### config.mk
export PLATFORM = sky130hd
export DESIGN_NAME = conv_read_port
export DESIGN_NICKNAME = d
export VERILOG_FILES = /design/src/rtl/conv_rd_pkg.sv /design/src/rtl/conv_rd_ctrl.sv /design/src/rtl/conv_rd_datapath.sv /design/src/rtl/conv_read_port.sv
export SDC_FILE = /design/constraint.sdc
export NUM_CORES = 1
export LEC_CHECK = 0
export BUFFER_PORTS_ARGS = -buffer_cell sky130_fd_sc_hd__buf_2
export CAP_MARGIN = 15
export CORE_ASPECT_RATIO = 0.7
export CORE_MARGIN = 1.5
export CORE_UTILIZATION = 50
export DETAILED_ROUTE_END_ITERATION = 12
export PLACE_DENSITY = 0.87
export SLEW_MARGIN = 15
export SYNTH_ARGS = -nofsm -noshare
export SYNTH_HDL_FRONTEND = slang
export SYNTH_HIERARCHICAL = 1
export SYNTH_SLANG_ARGS = --single-unit
### constraint.sdc
create_clock -name clk -period 2.35 [get_ports clk]
set_input_delay 0 -clock clk [delete_from_list [all_inputs] [get_ports clk]]
set_output_delay 0 -clock clk [all_outputs]
set_load 0.005 [all_outputs]
### src/rtl/conv_rd_pkg.sv
package conv_rd_pkg;

  // Strobes handed from the control sequencer to the datapath each cycle.
  typedef struct packed {
    logic captureWord;  // latch announced word into the pending register
    logic loadWord;     // move pending word into the output register
    logic busOn;        // drive the bus this cycle
  } rd_strobe_t;

endpackage

### src/rtl/conv_rd_ctrl.sv
module conv_rd_ctrl
  import conv_rd_pkg::*;
#(
  parameter int WIN = 2
) (
  input  logic       clk,
  input  logic       rstN,
  input  logic       announce,
  input  logic       flush,
  input  logic       csN,
  input  logic       rdN,
  output rd_strobe_t strobes,
  output logic       drdyN
);

  localparam int CNT_W = $clog2(WIN + 1);
  localparam logic [CNT_W-1:0] CNT_START = CNT_W'(WIN);
  localparam logic [CNT_W-1:0] CNT_LAST  = CNT_W'(1);
  localparam logic [CNT_W-1:0] CNT_IDLE  = '0;

  logic [CNT_W-1:0] winCnt;
  logic             rdActive;
  logic             haveData;

  logic readReq;
  logic loadNow;
  logic readDone;

  // Level sample of the host request at this edge.
  assign readReq  = !csN && !rdN;
  // Load when the window expires, unless a read holds the register or a
  // newer event overrides the pending word.
  assign loadNow  = (winCnt == CNT_LAST) && !rdActive && !announce && !flush;
  assign readDone = rdActive && !readReq;

  // Window countdown.
  always_ff @(posedge clk or negedge rstN) begin
    if (!rstN) begin
      winCnt <= CNT_IDLE;
    end else if (flush) begin
      winCnt <= CNT_IDLE;
    end else if (announce) begin
      winCnt <= CNT_START;
    end else if (loadNow) begin
      winCnt <= CNT_IDLE;
    end else if (winCnt > CNT_LAST) begin
      winCnt <= winCnt - CNT_LAST;
    end
  end

  // Bus and data-held state.
  always_ff @(posedge clk or negedge rstN) begin
    if (!rstN) begin
      rdActive <= 1'b0;
      haveData <= 1'b0;
    end else if (flush) begin
      rdActive <= 1'b0;
      haveData <= 1'b0;
    end else begin
      rdActive <= readReq && (haveData || loadNow);
      if (loadNow) haveData <= 1'b1;
    end
  end

  // Ready line, highest priority first.
  always_ff @(posedge clk or negedge rstN) begin
    if (!rstN) begin
      drdyN <= 1'b1;
    end else if (flush) begin
      drdyN <= 1'b1;
    end else if (loadNow) begin
      drdyN <= 1'b0;
    end else if (announce || readDone) begin
      drdyN <= 1'b1;
    end
  end

  always_comb begin
    strobes.captureWord = announce && !flush;
    strobes.loadWord    = loadNow;
    strobes.busOn       = rdActive;
  end

endmodule

### src/rtl/conv_rd_datapath.sv
module conv_rd_datapath
  import conv_rd_pkg::*;
#(
  parameter int DATA_W = 16
) (
  input  logic              clk,
  input  logic              rstN,
  input  rd_strobe_t        strobes,
  input  logic [DATA_W-1:0] resWord,
  output logic [DATA_W-1:0] busData,
  output logic [DATA_W-1:0] busOe
);

  logic [DATA_W-1:0] pendWord;
  logic [DATA_W-1:0] outReg;

  always_ff @(posedge clk or negedge rstN) begin
    if (!rstN) begin
      pendWord <= '0;
      outReg   <= '0;
    end else begin
      if (strobes.captureWord) pendWord <= resWord;
      if (strobes.loadWord)    outReg   <= pendWord;
    end
  end

  // One enable per pad bit; data is gated to zero when not driven.
  for (genvar i = 0; i < DATA_W; i++) begin : g_pad
    assign busOe[i]   = strobes.busOn;
    assign busData[i] = strobes.busOn & outReg[i];
  end

endmodule

### src/rtl/conv_read_port.sv
module conv_read_port
  import conv_rd_pkg::*;
#(
  parameter int DATA_W = 16,
  parameter int WIN    = 2
) (
  input  logic              clk,
  input  logic              rstN,
  input  logic              announce,
  input  logic [DATA_W-1:0] resWord,
  input  logic              flush,
  input  logic              csN,
  input  logic              rdN,
  output logic              drdyN,
  output logic [DATA_W-1:0] busData,
  output logic [DATA_W-1:0] busOe
);

  rd_strobe_t strobes;

  conv_rd_ctrl #(.WIN(WIN)) u_ctrl (
    .clk      (clk),
    .rstN     (rstN),
    .announce (announce),
    .flush    (flush),
    .csN      (csN),
    .rdN      (rdN),
    .strobes  (strobes),
    .drdyN    (drdyN)
  );

  conv_rd_datapath #(.DATA_W(DATA_W)) u_dp (
    .clk     (clk),
    .rstN    (rstN),
    .strobes (strobes),
    .resWord (resWord),
    .busData (busData),
    .busOe   (busOe)
  );

endmodule

# == Yosys cells after proc, flatten, opt, wreduce, memory -nomap -nowiden ==
# Cells that the tools add are included.
# classes
order_cmp,1
addsub,1
mux,10
n_reduce_logical,18
n_bitwise,16
eq_ne,1
# op_table
cell,count
1-bit AND,16
2-bit 2-to-1 mux,4
1-bit logical AND,7
1-bit zero test,6
1-bit 2-to-1 mux,6
4-bit nonzero test,1
3-bit nonzero test,1
2-bit by 1-bit equality test with 1-bit output (second input constant),1
2-bit by 1-bit greater-than comparator with 1-bit output (second input constant),1
1-bit logical OR,2
2-bit nonzero test,1
2-bit by 1-bit subtractor with 2-bit output (second input constant),1
# totals
output_inout_bits,33
reg_bits,37

# == Logic depth before layout (Yosys ltp) ==
# depth
depth_word,8
depth_mapped,8

# == Cells and area by module ==
# Netlist, hierarchy kept.
# modules_own_cells
module,cells_each,area_each_um2,instances
conv_rd_datapath,101,1522.7,1
conv_rd_ctrl,26,264.0,1

# == Least setup slack after synthesis ==
# OpenSTA, ideal clock, no wires.
# synth_path
kind,register to register
start,register u_ctrl.winCnt[1]
end,register u_dp.outReg[10]
t_required_ns,2.225
path_buffers,3
synth_period_minus_slack_ns,1.712
stages_incl_launch_ff,9
path_slack_ns,0.638
t_arrival_ns,1.587
cell_sequence,dfrtp_1 -> inv_1 -> ha_1 -> inv_1 -> nor4_1 -> buf_4 -> buf_6 -> buf_12 -> mux2_4
# synth_via
elab_chain_len,4
# synth_lines
item,line_no,text
start: declaration,conv_rd_ctrl.sv:21,logic [CNT_W-1:0] winCnt;
start signal: assignment,conv_rd_ctrl.sv:47,winCnt <= winCnt - CNT_LAST;
2-bit by 1-bit equality test with 1-bit output,conv_rd_ctrl.sv:33,assign loadNow = (winCnt == CNT_LAST) && !rdActive && !announce && !flush;
1-bit logical AND (3 in series),conv_rd_ctrl.sv:33,
via u_ctrl.loadNow,conv_rd_ctrl.sv:26,logic loadNow;
end signal: assignment,conv_rd_datapath.sv:23,if (strobes.loadWord) outReg <= pendWord;
end: declaration,conv_rd_datapath.sv:15,logic [DATA_W-1:0] outReg;
# The timed path passes the listed nets, and every way through them passes these cells.
# A chain may end at the register's enable or synchronous reset.

==> impl_metrics.py <==
metrics = {
    "status": {
        "status": "complete, no violations",
    },
    "floorplanning": {
        "fp-row-count": 17,
        "die_w_microns": 74.5,
        "start_util": 0.545,
        "dieArea_sq_um": 3950,
        "core-area_sq_um": 3280,
        "ioPinCount": 55,
        "die_height_microns": 53.0,
    },
    "clock_network": {
        "cts_setup_buffers": 0,
        "htree_levels": 2,
        "numCtsBuffers": 5,
        "cts_tree": "built",
        "clock-root-buffer": "clkbuf_8",
        "ctsResizeCount": 0,
        "clkSlewWorstSetupHoldPaths_ns": 0.07,
        "cts_buffer_depth": 2,
        "clk_latency_ns": 0.29,
        "cts_hold_buffers": 21,
        "cts_sinks": 37,
    },
    "power": {
        "p_leak_nw": 1.16,
        "max-vdd-ir-drop_uv": 465,
        "power_density_nw_per_um2": 688,
    },
    "timing": {
        "fin_setup_tns_ns": 0,
        "tightest_slew_ns": 0.782,
        "fmaxAchievable_ghz": 0.541,
        "slew_violations": 0,
        "setup_viol": 0,
        "period_share": 0.786,
        "rsz0062_at_grt": "false",
        "hold_viol_final": 0,
        "finClkSkew_ns": 0.00588,
        "max-slew-margin-rel": 0.479,
        "fin_crit_ns": 1.85,
    },
    "critical_path": {
        "start_kind": "register",
        "critical_path_required_ns": 2.52,
        "critPathMaxFanout": 16,
        "worst_ep_arrival_time_ns": 2.02,
        "critical_path_class": "reg -> reg",
        "end_kind": "register",
    },
    "detailed_routing": {
        "first_iter_violations": 37,
        "routed_wl_microns": 3410,
        "vias_per_cell": 4.79,
        "wl_per_cell_microns": 14.4,
        "drc_errors": 0,
        "route.vias.total": 1136,
        "ant_nets": 0,
        "dr.pass1.iters": 4,
    },
    "layout": {
        "nNetsFinal": 212,
        "area_delta_synth_final_pct": 26.3,
        "fin_util": 0.689,
        "layout-drive-gt1-share": 0.532,
        "diodes": 0,
    },
    "placement": {
        "io_buffer_count": 54,
        "dp.final_hpwl_microns": 2240,
        "gp_congestion": 0.754,
    },
    "min_path": {
        "hp-class": "in -> reg",
    },
    "synthesis": {
        "synth_cells": 127,
        "syn_nets": 150,
        "synth_edf_count": 0,
        "synthArstFlopShare": 1.00,
        "syn_area_sq_um": 1790,
        "yosysUniqueCellTypes": 23,
        "synth_ff_type": "dfrtp_1",
        "avgSynthCellArea_sq_um": 14.1,
        "ys.warnings.count": 6,
        "synth_top_area_frac": 0.504,
        "synth_common_cells": "36 x dfrtp_1, 20 x mux2_4, 18 x buf_4",
        "synth.most_common_cell": "dfrtp_1",
        "yosys.area.top_type": "dfrtp_1",
        "ys_ff_latch": 37,
        "synth.area.top_cells": "dfrtp_1 50%, mux2_4 17%, buf_4 7.6%, mux2_2 7.6%, and2_1 5.6%",
        "synth-seq-area-share": 0.519,
    },
    "grt": {
        "grt_pass1_vias": 1163,
        "antenna_found_initial": 0,
        "grt_pass1_wl_microns": 5530,
        "grt_overflow_total": 0,
        "grt_usage": 0.199,
        "grt_start_max_net_pins": 38,
    },
    "job": {
        "cap_violations": 0,
    },
}
==> layout by cell type (no fill, tap or decap), drive strengths merged, types with 2 or more instances in the layout <==
master,n
inv,2
mux2,33
a21oi,2
clkbuf,7
buf,57
dlygate4sd3,21
dfrtp,36
and2,16
nor4,2
nor2,4
==> logic make-up (layout without fill, tap and decap cells) <==
kind of cell    count (synthesis)  in the layout  share of synthesized area
xor+xnor                        1              1                    0.00490
fa+ha+maj                       1              1                    0.00700
mux                            33             33                      0.250
simple gates                   26             26                     0.0889
compound gates                  4              4                     0.0133
buf+inv                        25             88                      0.117
flops                          37             37                      0.519
==> per-stage QoR <==
stage	area (sq um)	total power [W]	setup slack, ns	hold WS, ns	std cells
2_1_floorplan	1790	0.000989	0.638	-0.296	127
3_3_place_gp	1950	0.00104	0.634	0.0989	208
3_5_place_dp	1950	0.00106	0.548	0.119	208
4_1_cts	2260	0.00157	0.504	0.0786	237
5_1_grt	2260	0.00164	0.413	0.0742	237
6_report	2260	0.00155	0.502	0.0790	237
==> state kept, by name (all words and copies together), names as in the netlist <==
| name | flops |
|---|---|
| u_ctrl/rdActive | 1 |
| u_ctrl/winCnt | 2 |
| u_dp/pendWord | 16 |
| u_dp/outReg | 16 |
| u_ctrl/haveData | 1 |
| u_ctrl/drdyN | 1 |
==> critical path: stages (launching register included) <==
cell and delay (ns):
dfrtp_1 0.41, inv_1 0.07, ha_1 0.23, inv_1 0.09, nor4_2 0.23, buf_4 0.33, mux2_2 0.38
==> path summary, 6_finish.rpt <==
| kind | from | cells after the start | to | slack [ns] |
|---|---|---|---|---|
| worst max register to register | u_ctrl/winCnt[1] | 6 | u_dp/outReg[14] | 0.50 |
| worst min-delay path | rdN | 3 | u_ctrl/drdyN | 0.08 |
| min in group asynchronous | rstN | 2 | u_ctrl/winCnt[0] | 0.33 |
| worst min register to register | u_dp/outReg[1] | 1 | u_dp/outReg[1] | 0.50 |
| max in group asynchronous | rstN | 2 | u_dp/outReg[3] | 1.52 |
| worst max-delay path | u_ctrl/winCnt[1] | 6 | u_dp/outReg[14] | 0.50 |
==> layout make-up <==
cell class	count	area (sq um)
clock buffers	7	96.3
well taps	47	58.8
fillers	232	1020
inverters	2	7.51
flip-flops and latches	37	927
multi-input cells	65	659
repair buffers	78	503
clock inverters	1	5.00
==> per-layer routing <==
| metal | up-vias | wire length, microns | track usage |
|---|---|---|---|
| li1 | 532 | - | - |
| met1 | 556 | 1520 | 0.248 |
| met2 | 44 | 1670 | 0.321 |
| met3 | 4 | 187 | 0.0762 |
| met4 | 0 | 27 | 0.0636 |
| met5 | - | 0 | 0 |
==> where the power goes <==
| group | internal [W] | switching (W) | total (W) |
|---|---|---|---|
| clock network | 0.000265 | 0.000209 | 0.000473 |
| registers | 0.000758 | 0.0000667 | 0.000825 |
| logic | 0.000176 | 0.0000774 | 0.000254 |
| total | 0.00120 | 0.000353 | 0.00155 |
Power figures use the tool's default switching activity.
